`src/rtl/fseq_pkg.sv`:
```
package fseq_pkg;

    localparam int BYTE_W  = 8;
    localparam int WORD_W  = 16;
    localparam int FMT_W   = 3;
    localparam int FMT_LSB = BYTE_W - FMT_W;

    typedef enum logic [FMT_W-1:0] {
        FMT_BARE      = 3'd0,
        FMT_ONEREG    = 3'd1,
        FMT_TWOREG    = 3'd2,
        FMT_IMM8      = 3'd3,
        FMT_REG_IMM8  = 3'd4,
        FMT_IMM16     = 3'd5,
        FMT_REG_IMM16 = 3'd6,
        FMT_MEMREF    = 3'd7
    } fmt_e;

    typedef enum logic [1:0] {
        ST_IDLE  = 2'd0,
        ST_OPC   = 2'd1,
        ST_IMM_A = 2'd2,
        ST_IMM_B = 2'd3
    } seq_state_e;

    typedef struct packed {
        logic [BYTE_W-1:0] opcode;
        fmt_e              fmt;
        logic [BYTE_W-1:0] imm_byte;
        logic [WORD_W-1:0] imm_word;
    } fetch_result_t;

    // Format class lives in the top bits of the opcode byte.
    function automatic fmt_e fmt_of(input logic [BYTE_W-1:0] op);
        return fmt_e'(op[BYTE_W-1:FMT_LSB]);
    endfunction

    // Number of immediate bytes that follow an opcode of class f.
    function automatic logic [1:0] imm_bytes_of(input fmt_e f);
        logic [1:0] n;
        if (f == FMT_IMM8 || f == FMT_REG_IMM8)
            n = 2'd1;
        else if (f == FMT_IMM16 || f == FMT_REG_IMM16 || f == FMT_MEMREF)
            n = 2'd2;
        else
            n = 2'd0;
        return n;
    endfunction

endpackage

```
`src/rtl/fseq_ctrl.sv`:
```
module fseq_ctrl
    import fseq_pkg::*;
(
    input  logic              clk,
    input  logic              rst,
    input  logic              start,
    input  logic              mem_valid,
    input  logic [BYTE_W-1:0] mem_data,
    output seq_state_e        state,
    output logic              ready,
    output logic              mem_req,
    output logic              take
);

    seq_state_e state_q;
    logic       wide_q;
    logic [1:0] opc_imm_n;

    assign opc_imm_n = imm_bytes_of(fmt_of(mem_data));
    assign state     = state_q;
    assign ready     = (state_q == ST_IDLE);
    assign mem_req   = (state_q != ST_IDLE);
    assign take      = mem_req && mem_valid;

    always_ff @(posedge clk) begin
        if (rst) begin
            state_q <= ST_IDLE;
            wide_q  <= 1'b0;
        end else begin
            case (state_q)
                ST_IDLE: begin
                    if (start) state_q <= ST_OPC;
                end
                ST_OPC: begin
                    if (mem_valid) begin
                        if (opc_imm_n == 2'd0) begin
                            state_q <= ST_IDLE;
                        end else begin
                            wide_q  <= (opc_imm_n == 2'd2);
                            state_q <= ST_IMM_A;
                        end
                    end
                end
                ST_IMM_A: begin
                    if (mem_valid) state_q <= wide_q ? ST_IMM_B : ST_IDLE;
                end
                ST_IMM_B: begin
                    if (mem_valid) state_q <= ST_IDLE;
                end
                default: state_q <= ST_IDLE;
            endcase
        end
    end

    assert_start_accept_R2: assert property (@(posedge clk) disable iff (rst)
        (ready && start) |=> (!ready && mem_req));

    assert_short_done_R3: assert property (@(posedge clk) disable iff (rst)
        (state_q == ST_OPC && mem_valid && opc_imm_n == 2'd0) |=> ready);

    assert_long_continue_R3: assert property (@(posedge clk) disable iff (rst)
        (state_q == ST_OPC && mem_valid && opc_imm_n != 2'd0) |=> (state_q == ST_IMM_A));

    assert_idle_hold_R10: assert property (@(posedge clk) disable iff (rst)
        (ready && !start) |=> ready);

endmodule

```
`src/rtl/fseq_pc.sv`:
```
module fseq_pc #(
    parameter int              ADDR_W   = 16,
    parameter logic [ADDR_W-1:0] RESET_PC = '0
) (
    input  logic              clk,
    input  logic              rst,
    input  logic              ready,
    input  logic              load_pc,
    input  logic [ADDR_W-1:0] load_addr,
    input  logic              step,
    output logic [ADDR_W-1:0] pc
);

    localparam logic [ADDR_W-1:0] ONE = ADDR_W'(1);

    logic [ADDR_W-1:0] pc_q;
    assign pc = pc_q;

    always_ff @(posedge clk) begin
        if (rst)
            pc_q <= RESET_PC;
        else if (ready && load_pc)
            pc_q <= load_addr;
        else if (step)
            pc_q <= pc_q + ONE;
    end

    assert_reset_pc_R1: assert property (@(posedge clk)
        rst |=> (pc_q == RESET_PC));

    assert_step_incr_R6: assert property (@(posedge clk) disable iff (rst)
        step |=> (pc_q == $past(pc_q) + ONE));

    assert_idle_load_R8: assert property (@(posedge clk) disable iff (rst)
        (ready && load_pc) |=> (pc_q == $past(load_addr)));

    assert_busy_load_ignored_R9: assert property (@(posedge clk) disable iff (rst)
        (!ready && load_pc && !step) |=> $stable(pc_q));

endmodule

```
`src/rtl/fseq_imm.sv`:
```
module fseq_imm
    import fseq_pkg::*;
(
    input  logic              clk,
    input  logic              rst,
    input  seq_state_e        state,
    input  logic              mem_valid,
    input  logic [BYTE_W-1:0] mem_data,
    output fetch_result_t     res
);

    fetch_result_t res_q;
    logic          wide;

    assign res  = res_q;
    assign wide = (imm_bytes_of(res_q.fmt) == 2'd2);

    always_ff @(posedge clk) begin
        if (rst) begin
            res_q <= '0;
        end else if (mem_valid) begin
            case (state)
                ST_OPC: begin
                    res_q.opcode   <= mem_data;
                    res_q.fmt      <= fmt_of(mem_data);
                    res_q.imm_byte <= '0;
                    res_q.imm_word <= '0;
                end
                ST_IMM_A: begin
                    if (wide) begin
                        res_q.imm_word[WORD_W-1:BYTE_W] <= mem_data;
                    end else begin
                        res_q.imm_byte <= mem_data;
                        res_q.imm_word <= {{(WORD_W-BYTE_W){1'b0}}, mem_data};
                    end
                end
                ST_IMM_B: begin
                    res_q.imm_word[BYTE_W-1:0] <= mem_data;
                end
                default: ;
            endcase
        end
    end

    assert_wide_no_byte_R5: assert property (@(posedge clk) disable iff (rst)
        wide |-> (res_q.imm_byte == '0));

    assert_narrow_zero_ext_R5: assert property (@(posedge clk) disable iff (rst)
        !wide |-> (res_q.imm_word[WORD_W-1:BYTE_W] == '0));

    assert_opcode_class_R3: assert property (@(posedge clk) disable iff (rst)
        (state != ST_OPC) |=> (res_q.fmt == fmt_of(res_q.opcode)));

endmodule

```
`src/rtl/fetch_sequencer.sv`:
```
module fetch_sequencer
    import fseq_pkg::*;
#(
    parameter int                ADDR_W   = 16,
    parameter logic [ADDR_W-1:0] RESET_PC = '0
) (
    input  logic              clk,
    input  logic              rst,
    input  logic              start,
    output logic              ready,
    input  logic              load_pc,
    input  logic [ADDR_W-1:0] load_addr,
    output logic              mem_req,
    output logic [ADDR_W-1:0] mem_addr,
    input  logic [7:0]        mem_data,
    input  logic              mem_valid,
    output logic [7:0]        opcode,
    output logic [2:0]        fmt,
    output logic [7:0]        imm_byte,
    output logic [15:0]       imm_word,
    output logic [ADDR_W-1:0] next_pc
);

    seq_state_e        state;
    logic              take;
    logic [ADDR_W-1:0] pc;
    fetch_result_t     res;

    fseq_ctrl u_ctrl (
        .clk       (clk),
        .rst       (rst),
        .start     (start),
        .mem_valid (mem_valid),
        .mem_data  (mem_data),
        .state     (state),
        .ready     (ready),
        .mem_req   (mem_req),
        .take      (take)
    );

    fseq_pc #(
        .ADDR_W   (ADDR_W),
        .RESET_PC (RESET_PC)
    ) u_pc (
        .clk       (clk),
        .rst       (rst),
        .ready     (ready),
        .load_pc   (load_pc),
        .load_addr (load_addr),
        .step      (take),
        .pc        (pc)
    );

    fseq_imm u_imm (
        .clk       (clk),
        .rst       (rst),
        .state     (state),
        .mem_valid (mem_valid),
        .mem_data  (mem_data),
        .res       (res)
    );

    assign mem_addr = pc;
    assign next_pc  = pc;
    assign opcode   = res.opcode;
    assign fmt      = res.fmt;
    assign imm_byte = res.imm_byte;
    assign imm_word = res.imm_word;

    assert_stall_hold_R7: assert property (@(posedge clk) disable iff (rst)
        (mem_req && !mem_valid) |=> (mem_req && $stable(mem_addr)));

    assert_idle_quiet_R1: assert property (@(posedge clk) disable iff (rst)
        (ready && !start) |=> !mem_req);

endmodule

```
`config.mk`:
```
export PLATFORM = sky130hd
export DESIGN_NAME = fetch_sequencer
export DESIGN_NICKNAME = d
export VERILOG_FILES = /design/src/rtl/fseq_pkg.sv /design/src/rtl/fseq_ctrl.sv /design/src/rtl/fseq_pc.sv /design/src/rtl/fseq_imm.sv /design/src/rtl/fetch_sequencer.sv
export SDC_FILE = /design/constraint.sdc
export NUM_CORES = 1
export LEC_CHECK = 0
export BUFFER_PORTS_ARGS = -buffer_cell sky130_fd_sc_hd__buf_2
export CORE_ASPECT_RATIO = 0.9
export CORE_MARGIN = 8
export CORE_UTILIZATION = 52
export DETAILED_ROUTE_END_ITERATION = 7
export HOLD_SLACK_MARGIN = 0.1
export PLACE_DENSITY = 0.86
export SLEW_MARGIN = 10
export SYNTH_ARGS = -nofsm -noshare
export SYNTH_HDL_FRONTEND = slang
export SYNTH_HIERARCHICAL = 1
export SYNTH_SLANG_ARGS = --single-unit
export TNS_END_PERCENT = 10
```
`constraint.sdc`:
```
create_clock -name clk -period 4.4 [get_ports clk]
set_clock_uncertainty 0.15 [all_clocks]
set_input_delay 0.88 -clock clk [delete_from_list [all_inputs] [get_ports clk]]
set_output_delay 0.88 -clock clk [all_outputs]
set_load 0.005 [all_outputs]
```
==> impl_summary.log <==
INFO  metric tritoncts_clock_tree = done
INFO  metric drv.max_cap_violation_count = 0
INFO  metric finalNetCount = 397
INFO  metric count_of_hold_buffers_inserted_by_post_cts_repair = 0
INFO  metric die_h = 82.4 µm
INFO  metric timing.critical_path.slowest_stage_cell = nor2_1
INFO  metric power.net_switching = 0.258 mW
INFO  metric cts-resized-gates = 0
INFO  metric cts_post_setup_buffers_inserted = 0
INFO  metric wire_length_of_the_first_global_routing_pass = 10700 µm
INFO  metric slew-limit-headroom = 36.1%
INFO  metric num_rows = 24
INFO  metric pin_count = 98
INFO  metric power.static_leakage = 1.30 nW
INFO  metric detailroute.wirelength.met3 = 389 µm
INFO  metric cts_max_path_buffers = 2
INFO  metric timing.setup.critical_path_class = primary input to flip-flop
INFO  metric synth_fp_nets = 330
INFO  metric tritoncts_num_sinks = 51
INFO  metric topRoutingLayerUsed = met4
INFO  metric cpMostUsedCell = or3_1
INFO  metric yosys_warn_count = 6
INFO  metric m1WireLength = 2930 µm
INFO  metric crit_path_launch_type = primary input
INFO  metric place.port_buffers = 97
INFO  metric pin_count_of_the_biggest_net_entering_global_routing = 53
INFO  metric cells_along_the_critical_path = buf_2, inv_1, nor2_1, nand3_4, or3_1, or3_1, a311oi_1
INFO  metric worst_skew_pair.late_latency = 0.30 ns
INFO  metric number_of_placed_instances_with_taps_included = 421
INFO  metric detailedPlacementHpwl = 4830 µm
INFO  metric max-vdd-ir-drop = 0.000138 V
INFO  metric min_period_over_period = 68.1%
INFO  metric insertedDiodeCount = 0
INFO  metric worstMarginPinSlew = 0.957 ns
INFO  metric overflow = 0
INFO  metric fin_ws = 1.40 ns
INFO  metric met2_length = 3280 µm
INFO  metric drive_above_1_share = 31.3%
INFO  metric combPwrFrac = 15.4%
INFO  metric multi_input_comb_area = 1240 µm²
INFO  metric pre_cts_ws = 1.11 ns
INFO  metric outcome = completed
INFO  metric critical_path_arrival = 3.05 ns
INFO  metric required = 4.46 ns
INFO  metric cts_clock_pin_slew_for_the_worst_setup_and_hold_paths = 0.09 ns
INFO  metric vias_per_cell = 5.47
INFO  metric nFillCells = 412
INFO  metric core = 4770 µm²
INFO  metric crit_path_max_incr_delay = 0.53 ns
INFO  metric routedWlPerCell = 15.6 µm
INFO  metric synth-seq-area-share = 40.1%
INFO  metric seq_power_share = 54.0%
INFO  metric dr.pass1.iters = 4
INFO  metric setup_viol = 0
INFO  metric area_growth = 16.3%
INFO  metric htree_depth = 2
INFO  metric yosys_register_bits = 51
INFO  metric worstPathBufferInverterCount = 2
INFO  metric yosys.cell_types.count = 42
INFO  metric first_global_vias = 2235
INFO  metric netlist_area_pre_place = 2540 µm²
INFO  metric detail_route.iter0.violations = 160
INFO  metric slew_viol_final = 0
INFO  metric numCtsBuffers = 5
INFO  metric achievable-frequency = 334 MHz
INFO  metric routed_wl = 6680 µm
INFO  metric route.vias.total = 2348
INFO  metric gp_congestion = 0.835
INFO  metric worstSetupEndpointType = flip-flop
INFO  metric internal_power = 0.689 mW
INFO  metric root_buffer = clkbuf_8
INFO  metric number_of_hold_violations_in_the_final_report = 0
INFO  metric grt.total_usage = 17.6%
INFO  metric switching_share = 27.2%
INFO  metric rsz_0062_raised_after_global_routing = no
INFO  metric die_w = 89.7 µm
INFO  metric p_per_area = 320 nW/µm²
INFO  metric min_period = 3.00 ns
INFO  metric dieArea = 7390 µm²
INFO  metric seq_area = 1020 µm²
INFO  metric floorplan.initialDensity = 53.3%
INFO  metric timing.critical_path.fanout_max = 31
INFO  metric final_cell_count_no_fill = 429
INFO  metric worst_hold_path_type = flip-flop to flip-flop
INFO  metric postRouteAntennaNets = 0
INFO  metric finalSetupTns = 0 ns
INFO  metric number_of_antenna_violations_at_the_first_check_in_global_routing = 0
INFO  metric post-route-drc-count = 0
INFO  metric cpLargestDelayFamily = simple AND/OR/NAND/NOR gates
INFO  metric mapped_avg_cell_area = 8.59 µm²
INFO  metric syn_inst = 296
INFO  metric power.share.clock = 30.6%
synthesized netlist by cell type (all sizes together):
| library cell | count | area share, % |
|---|---|---|
| mux2i | 9 | 3.5 |
| a21oi | 27 | 5.3 |
| xor2 | 3 | 1.0 |
| o211a | 2 | 0.79 |
| o21ai | 13 | 2.7 |
| clkbuf | 6 | 0.93 |
| a2111oi | 1 | 0.34 |
| a311oi | 2 | 0.69 |
| dfxtp | 51 | 40 |
| o31ai | 1 | 0.30 |
| inv | 7 | 1.0 |
| or3 | 4 | 1.0 |
| and2 | 1 | 0.25 |
| nand2 | 32 | 4.8 |
| buf | 31 | 9.0 |
| o21ba | 1 | 0.39 |
| nand3 | 14 | 3.2 |
| nor3 | 4 | 0.79 |
| xnor2 | 7 | 2.4 |
| nand3b | 1 | 0.44 |
| o311ai | 1 | 0.34 |
| nor4 | 6 | 1.5 |
| nor3b | 1 | 0.30 |
| nand4 | 21 | 5.4 |
| o211ai | 1 | 0.84 |
| a211oi | 14 | 4.1 |
| or2 | 1 | 0.34 |
| ha | 5 | 2.5 |
| nor2 | 18 | 2.7 |
| and3 | 1 | 0.25 |
| o21bai | 1 | 0.30 |
| and2b | 1 | 0.34 |
| nand2b | 8 | 2.0 |
path summary, 6_finish.rpt:
check | startpoint | to | slack [ns] | cells after the start
max | mem_valid | u_pc/pc[15] | 1.40 | 7
min | u_imm/res[8] | u_imm/res[8] | 0.30 | 2
max reg2reg | u_ctrl/state[1] | u_pc/pc[15] | 1.84 | 6
min reg2reg | u_imm/res[8] | u_imm/res[8] | 0.30 | 2
metal layers:
metal  vias to the layer above  global-route usage [%]
li1                       1170                       -
met1                      1088                    20.6
met2                        78                    30.5
met3                        12                    5.06
met4                         0                    6.58
met5                         -                       0
kinds of logic (layout without fill, tap and decap cells):
logic type      after synthesis  after routing  synth area share, %
simple gates                113            113                 23.3
compound gates               64             64                 16.1
flops                        51             51                 40.1
buf+inv                      44            112                 11.0
xor+xnor                     10             10                 3.44
mux                           9              9                 3.54
fa+ha+maj                     5              5                 2.46
layout by cell type (no fill, tap or decap), types with 2 or more instances in the layout:
cell type   n
nand3_1    13
nor2_1     18
or3_1       3
a211oi_1   14
o21ai_0    12
xor2_1      3
nor4_1      6
o211a_1     2
nand2b_1    8
a21oi_1    27
nand2_1    31
buf_2      97
nand4_1    20
inv_1       7
ha_1        5
nor3_1      4
clkbuf_8    7
a311oi_1    2
xnor2_1     7
mux2i_1     9
dfxtp_1    51
state kept, by name, indices dropped and copies added (netlist names):
register and flops:
u_ctrl/wide_q 1, u_ctrl/state 2, u_pc/pc 16, u_imm/res 32
through the flow:
step                      util [%]  hold WS (ns)  power, mW  instance area [µm²]
final                         61.9         0.303      0.947                 2960
after global routing          61.9         0.335      0.997                 2960
after CTS                     61.9         0.304      0.953                 2960
after detailed placement      59.9         0.291      0.668                 2860
after global placement        59.9         0.289      0.663                 2860
after floorplan                  -         0.298      0.621                 2540
power by group through the flow:
stage                     Sequential [mW]  Clock [mW]  Combinational (mW)
after floorplan                     0.519           0               0.102
after global placement              0.521           0               0.143
after detailed placement            0.522           0               0.146
after CTS                           0.511       0.295               0.147
after global routing                0.515       0.320               0.161
final                               0.512       0.289               0.146
layout make-up:
type                    instances  area share [%]
clock buffers                   8            3.38
repair buffers                 97            16.4
flip-flops and latches         51            34.5
inverters                       7           0.888
multi-input cells             201            42.0
well taps                      65            2.75
worst min-delay path, stage by stage, from the launching register on:
cell and delay (ns):
dfxtp_1 0.32, nand2_1 0.05, a21oi_1 0.05
Note: power is estimated with default switching activity, not from simulation.
